[src/rtl/hsf_pkg.sv]
package hsf_pkg;

    typedef enum logic [1:0] {
        ST_RUN    = 2'b00,
        ST_ARMED  = 2'b01,
        ST_FROZEN = 2'b10
    } freeze_st_e;

    typedef struct packed {
        logic beat;
        logic last;
    } beat_t;

    function automatic logic open_after(input logic open_now, input beat_t b);
        return b.beat ? ~b.last : open_now;
    endfunction

    function automatic logic is_frozen(input freeze_st_e s);
        return s == ST_FROZEN;
    endfunction

endpackage

[src/rtl/hsf_pulse_dly.sv]
module hsf_pulse_dly (
    input  logic clk,
    input  logic rst,
    input  logic pulse_i,
    output logic pulse_q
);
    always_ff @(posedge clk) begin
        if (rst) pulse_q <= 1'b0;
        else     pulse_q <= pulse_i;
    end
endmodule

[src/rtl/hsf_msg_track.sv]
module hsf_msg_track
    import hsf_pkg::*;
(
    input  logic  clk,
    input  logic  rst,
    input  beat_t req_i,
    input  beat_t rsp_i,
    output logic  quiet_o
);
    logic req_open, rsp_open;
    logic req_open_n, rsp_open_n;

    always_comb begin
        req_open_n = open_after(req_open, req_i);
        rsp_open_n = open_after(rsp_open, rsp_i);
    end

    always_ff @(posedge clk) begin
        if (rst) begin
            req_open <= 1'b0;
            rsp_open <= 1'b0;
        end else begin
            req_open <= req_open_n;
            rsp_open <= rsp_open_n;
        end
    end

    assign quiet_o = ~req_open_n & ~rsp_open_n;
endmodule

[src/rtl/hsf_stop_fsm.sv]
module hsf_stop_fsm
    import hsf_pkg::*;
(
    input  logic       clk,
    input  logic       rst,
    input  logic       pulse_q,
    input  logic       force_i,
    input  logic       role_send_i,
    input  logic       resume_i,
    input  logic       quiet_i,
    output freeze_st_e st_o
);
    freeze_st_e st, nxt;

    always_comb begin
        nxt = st;
        if (resume_i) begin
            nxt = ST_RUN;
        end else begin
            case (st)
                ST_RUN:    if (pulse_q) nxt = force_i ? ST_FROZEN : ST_ARMED;
                ST_ARMED:  begin
                    if (pulse_q)                        nxt = ST_FROZEN;
                    else if (!role_send_i && quiet_i)   nxt = ST_FROZEN;
                end
                ST_FROZEN: nxt = ST_FROZEN;
                default:   nxt = ST_RUN;
            endcase
        end
    end

    always_ff @(posedge clk) begin
        if (rst) st <= ST_RUN;
        else     st <= nxt;
    end

    assign st_o = st;
endmodule

[src/rtl/hsf_hs_mask.sv]
module hsf_hs_mask #(
    parameter int N_VLD = 2,
    parameter int N_ACC = 3
) (
    input  logic             freeze_i,
    input  logic [N_VLD-1:0] vld_i,
    input  logic [N_ACC-1:0] acc_i,
    output logic [N_VLD-1:0] vld_o,
    output logic [N_ACC-1:0] acc_o
);
    localparam int N_ALL = N_VLD + N_ACC;
    logic [N_ALL-1:0] lines_in, lines_out;

    assign lines_in = {acc_i, vld_i};

    for (genvar g = 0; g < N_ALL; g++) begin : g_lane
        assign lines_out[g] = lines_in[g] & ~freeze_i;
    end

    assign vld_o = lines_out[N_VLD-1:0];
    assign acc_o = lines_out[N_ALL-1:N_VLD];
endmodule

[src/rtl/hs_freeze.sv]
module hs_freeze
    import hsf_pkg::*;
#(
    parameter int N_VLD = 2,
    parameter int N_ACC = 3
) (
    input  logic             clk,
    input  logic             rst,
    input  logic             stop_pulse_i,
    input  logic             cfg_force_i,
    input  logic             cfg_core_stop_i,
    input  logic             role_send_i,
    input  logic             resume_i,
    input  logic             req_beat_i,
    input  logic             req_last_i,
    input  logic             rsp_beat_i,
    input  logic             rsp_last_i,
    input  logic [N_VLD-1:0] adp_valid_i,
    input  logic [N_ACC-1:0] adp_accept_i,
    output logic [N_VLD-1:0] ip_valid_o,
    output logic [N_ACC-1:0] ip_accept_o,
    output logic             core_halt_o
);
    logic       stop_q;
    logic       quiet;
    freeze_st_e st;
    beat_t      req_b, rsp_b;
    logic       frozen;

    assign req_b = '{beat: req_beat_i, last: req_last_i};
    assign rsp_b = '{beat: rsp_beat_i, last: rsp_last_i};

    hsf_pulse_dly u_dly (
        .clk(clk), .rst(rst), .pulse_i(stop_pulse_i), .pulse_q(stop_q)
    );

    hsf_msg_track u_trk (
        .clk(clk), .rst(rst), .req_i(req_b), .rsp_i(rsp_b), .quiet_o(quiet)
    );

    hsf_stop_fsm u_fsm (
        .clk(clk), .rst(rst), .pulse_q(stop_q), .force_i(cfg_force_i),
        .role_send_i(role_send_i), .resume_i(resume_i), .quiet_i(quiet),
        .st_o(st)
    );

    assign frozen = is_frozen(st);

    hsf_hs_mask #(.N_VLD(N_VLD), .N_ACC(N_ACC)) u_mask (
        .freeze_i(frozen), .vld_i(adp_valid_i), .acc_i(adp_accept_i),
        .vld_o(ip_valid_o), .acc_o(ip_accept_o)
    );

    assign core_halt_o = frozen & cfg_core_stop_i;
endmodule

[config.mk]
export PLATFORM = sky130hd
export DESIGN_NAME = hs_freeze
export DESIGN_NICKNAME = d
export VERILOG_FILES = /design/src/rtl/hsf_pkg.sv /design/src/rtl/hsf_pulse_dly.sv /design/src/rtl/hsf_msg_track.sv /design/src/rtl/hsf_stop_fsm.sv /design/src/rtl/hsf_hs_mask.sv /design/src/rtl/hs_freeze.sv
export SDC_FILE = /design/constraint.sdc
export NUM_CORES = 1
export LEC_CHECK = 0
export CORE_AREA = 2 2 39 41
export CTS_CLUSTER_SIZE = 10
export DETAILED_ROUTE_END_ITERATION = 8
export DIE_AREA = 0 0 41 43
export PLACE_DENSITY_LB_ADDON = 0.08
export SLEW_MARGIN = 20
export SYNTH_ARGS = -nofsm -noshare
export SYNTH_HDL_FRONTEND = slang
export SYNTH_SLANG_ARGS = --single-unit
[constraint.sdc]
create_clock -name clk -period 1.8 [get_ports clk]
set_clock_uncertainty 0.15 [all_clocks]
set_input_delay 0.36 -clock clk [delete_from_list [all_inputs] [get_ports clk]]
set_output_delay 0.36 -clock clk [all_outputs]
set_load 0.005 [all_outputs]
==> summary.txt <==
Run status
  – Status: complete, no violations

Global routing
  – Vias in the first global route: 334
  – Initial antenna violation count: 0
  – Largest net degree at the start of global routing: 7
  – Total gr overflow: 0
  – Tot GR Track Use: ~10%
  – First-pass GRT wire length: approximately 1.2 mm

Synthesis
  – Largest family of logic cells by synthesized area: simple AND/OR/NAND/NOR gates
  – Synth Net Count: 56
  – Compound-gate portion of the synthesized area: 8.16%
  – Syn Std Cell Area: a little over 300 µm²
  – Syn avg cell area: ~8.5 µm²
  – Flop and latch count out of synthesis: 5
  – Yosys warnings: 0
  – Simple-Gate Fraction of Synth Area: ~28%
  – Synth Area in XOR/XNOR: 0%
  – Mux share of post-synthesis cell area: ~9.8%
  – Post-Syn Instances: 36
  – Post-Synth Adder-Cell Area: 16.3%
  – Sequential fraction of the synthesis area: approximately a third
  – Synth cell types: 13

Layout
  – Multi-input gate area: a little over 200 µm²
  – Fin area: roughly 600 µm²
  – Sequential cell area: about 100 µm²
  – Utilization after layout: a little over two fifths
  – Fraction of layout instances using a drive strength above 1: between 15 and 20%
  – Area Overhead vs Synth: 95.1%
  – ANT cells: 0
  – Layout net count: 86
  – # fillers: roughly 150

CTS
  – Worst skew pair latency: roughly 0.24 ns
  – Hold buffers post-CTS: 0
  – CTS Sinks: 5
  – CTS H-tree lvls: 1
  – Clk slew on worst S/H paths: 0.05 ns
  – Maximum clock path buffer count: 2
  – TritonCTS clock tree: done
  – CTS buffer count: 3
  – Clk root buf: clkbuf_4

Critical path
  – Worst-path cell chain: inv_2 > ha_4 > and2_1 > dlygate4sd2_1
  – Slowest library cell on the worst path: dfxtp_1
  – Critical path class: flop to output pin
  – CP endpoint kind: output pin
  – Crit path required time: between 1 and 1.5 ns
  – Crit path max fanout: 6
  – Setup slack on the worst flop-to-flop path: between 0.15 and 0.2 ns
  – Crit path DAT: 1.18 ns
  – Crit path largest cell delay: 0.33 ns
  – Worst Setup Start Kind: flop

Power
  – Power per cell area: 552 nW/µm²
  – VDD IR max: around 0.00027 V
  – Leak: 0.000271 µW
  – Design Power: ~330 µW

Floorplanning
  – Die Y: 43 µm
  – Die area: 1760 µm²
  – Core area: 1380 µm²
  – Die span in x: just over 40 µm
  – Starting Density: 22.2%
  – Row count: 14
  – Num ports: 22

Routing
  – Final ANT Viol Nets: 0
  – DRC: 0
  – DRT Wirelength: around 760 µm
  – Drt first pass iters: 2
  – DRT iter0 DRCs: 2
  – Wire per inst: 9.42 µm
  – Via-to-Cell Ratio: 4.09
  – Vias post-DR: approximately 330

STA
  – Final hold vios: 0
  – # setup viols final: 0
  – Max_slew headroom: approximately 86%
  – Final min period: about 1.7 ns
  – Sum Neg Setup Slack: 0 ns
  – Fin. max-slew vios: 0
  – Hold slack: ~0.34 ns
  – RSZ-0062 raised after global routing: no
  – Slew @ Worst Pin: 0.207 ns
  – Final period utilization: a little over nine tenths
  – Max frequency: approximately 590 MHz

Min path
  – Hold Path Class: flop to flop

Place
  – DP Area: ~560 µm²
  – DPL Wire Length: between 600 and 700 µm
  – Routability congestion estimate: between 0.6 and 0.7
  – Number of port buffers: 21

Job
  – Max_cap viols: 0
==> layer usage <==
metal / GRT usage, % / up-vias / wire length (µm)
met2: 16.3 / 17 / 365
li1: - / 176 / -
met5: 0 / - / 0
met4: 6.00 / 0 / 0
met1: 11.6 / 138 / 293
met3: 2.09 / 0 / 104
==> worst max-delay path: cells and delay by family, from the launching register on <==
family,cells,cell delay [ns]
buffers and inverters,2,0.31
adder cells (fa/ha/maj),1,0.17
AND/OR/NAND/NOR,1,0.13
flip-flops,1,0.33
==> registers in the layout (all words and copies together), names as in the netlist <==
name and flops:
u_dly.pulse_q 1, u_fsm.st_o 2, u_trk.rsp_open 1, u_trk.req_open 1
==> logic make-up after synthesis <==
group | after synthesis
AO/OA/AOI/OAI | 3
adder cells (fa/ha/maj) | 4
buffers and inverters | 4
flip-flops | 5
multiplexers | 3
AND/OR/NAND/NOR | 17
==> synthesized netlist by cell type (all sizes together) <==
master | n | share of area, %
nor2b | 6 | 12
dfxtp | 5 | 33
nor2 | 5 | 6.1
ha | 4 | 16
inv | 4 | 4.9
mux2i | 3 | 9.8
nand2 | 3 | 3.7
a21oi | 1 | 1.6
a311o | 1 | 3.7
and2 | 1 | 2.0
o32ai | 1 | 2.9
or2 | 1 | 2.0
or3 | 1 | 2.0
==> per-stage QoR <==
step                setup WS [ns]  instances
floorplan                   0.396         36
global placement           -0.155         76
detailed placement         -0.150         76
CTS                        0.0907         81
global route               0.0329         81
finish                      0.111         81
==> area by class of cell <==
type | count | share of cell area (%)
clock buffers | 4 | 4.39
inverters | 4 | 2.51
multi-input cells | 27 | 34.1
flip-flops and latches | 5 | 16.7
well taps | 16 | 3.35
repair buffers | 25 | 38.9
==> path summary, 6_finish.rpt <==
check	startpoint	to	depth (start not counted)
setup reg to reg	u_fsm.st_o[1]	u_fsm.st_o[1]	6
hold reg to reg	u_dly.pulse_q	u_fsm.st_o[0]	2
hold / removal	u_dly.pulse_q	u_fsm.st_o[0]	2
setup / recovery	u_fsm.st_o[0]	core_halt_o	4
==> cell usage in the layout (no fill, tap or decap), types with 4 or more instances in the layout <==
cell type        netlist  final
buf_4                  0      4
dlygate4sd2_1          0      6
nor2_1                 5      5
dfxtp_1                5      5
clkdlybuf4s50_1        0     15
nor2b_1                6      6
==> report_power, final <==
group	switching (µW)	internal (µW)	leakage, µW
sequential	2.28	116	0.0000411
clock	47.3	83.9	0.0000150
combinational	24.7	55.5	0.000215
total	74.3	256	0.000271
==> what timing repair did <==
| action | in CTS | in global routing |
|---|---|---|
| buffers inserted | 1 | 0 |
| resized for setup | 9 | 0 |
| endpoints found under the setup margin | 6 | 0 |
Power figures use the tool's default switching activity.
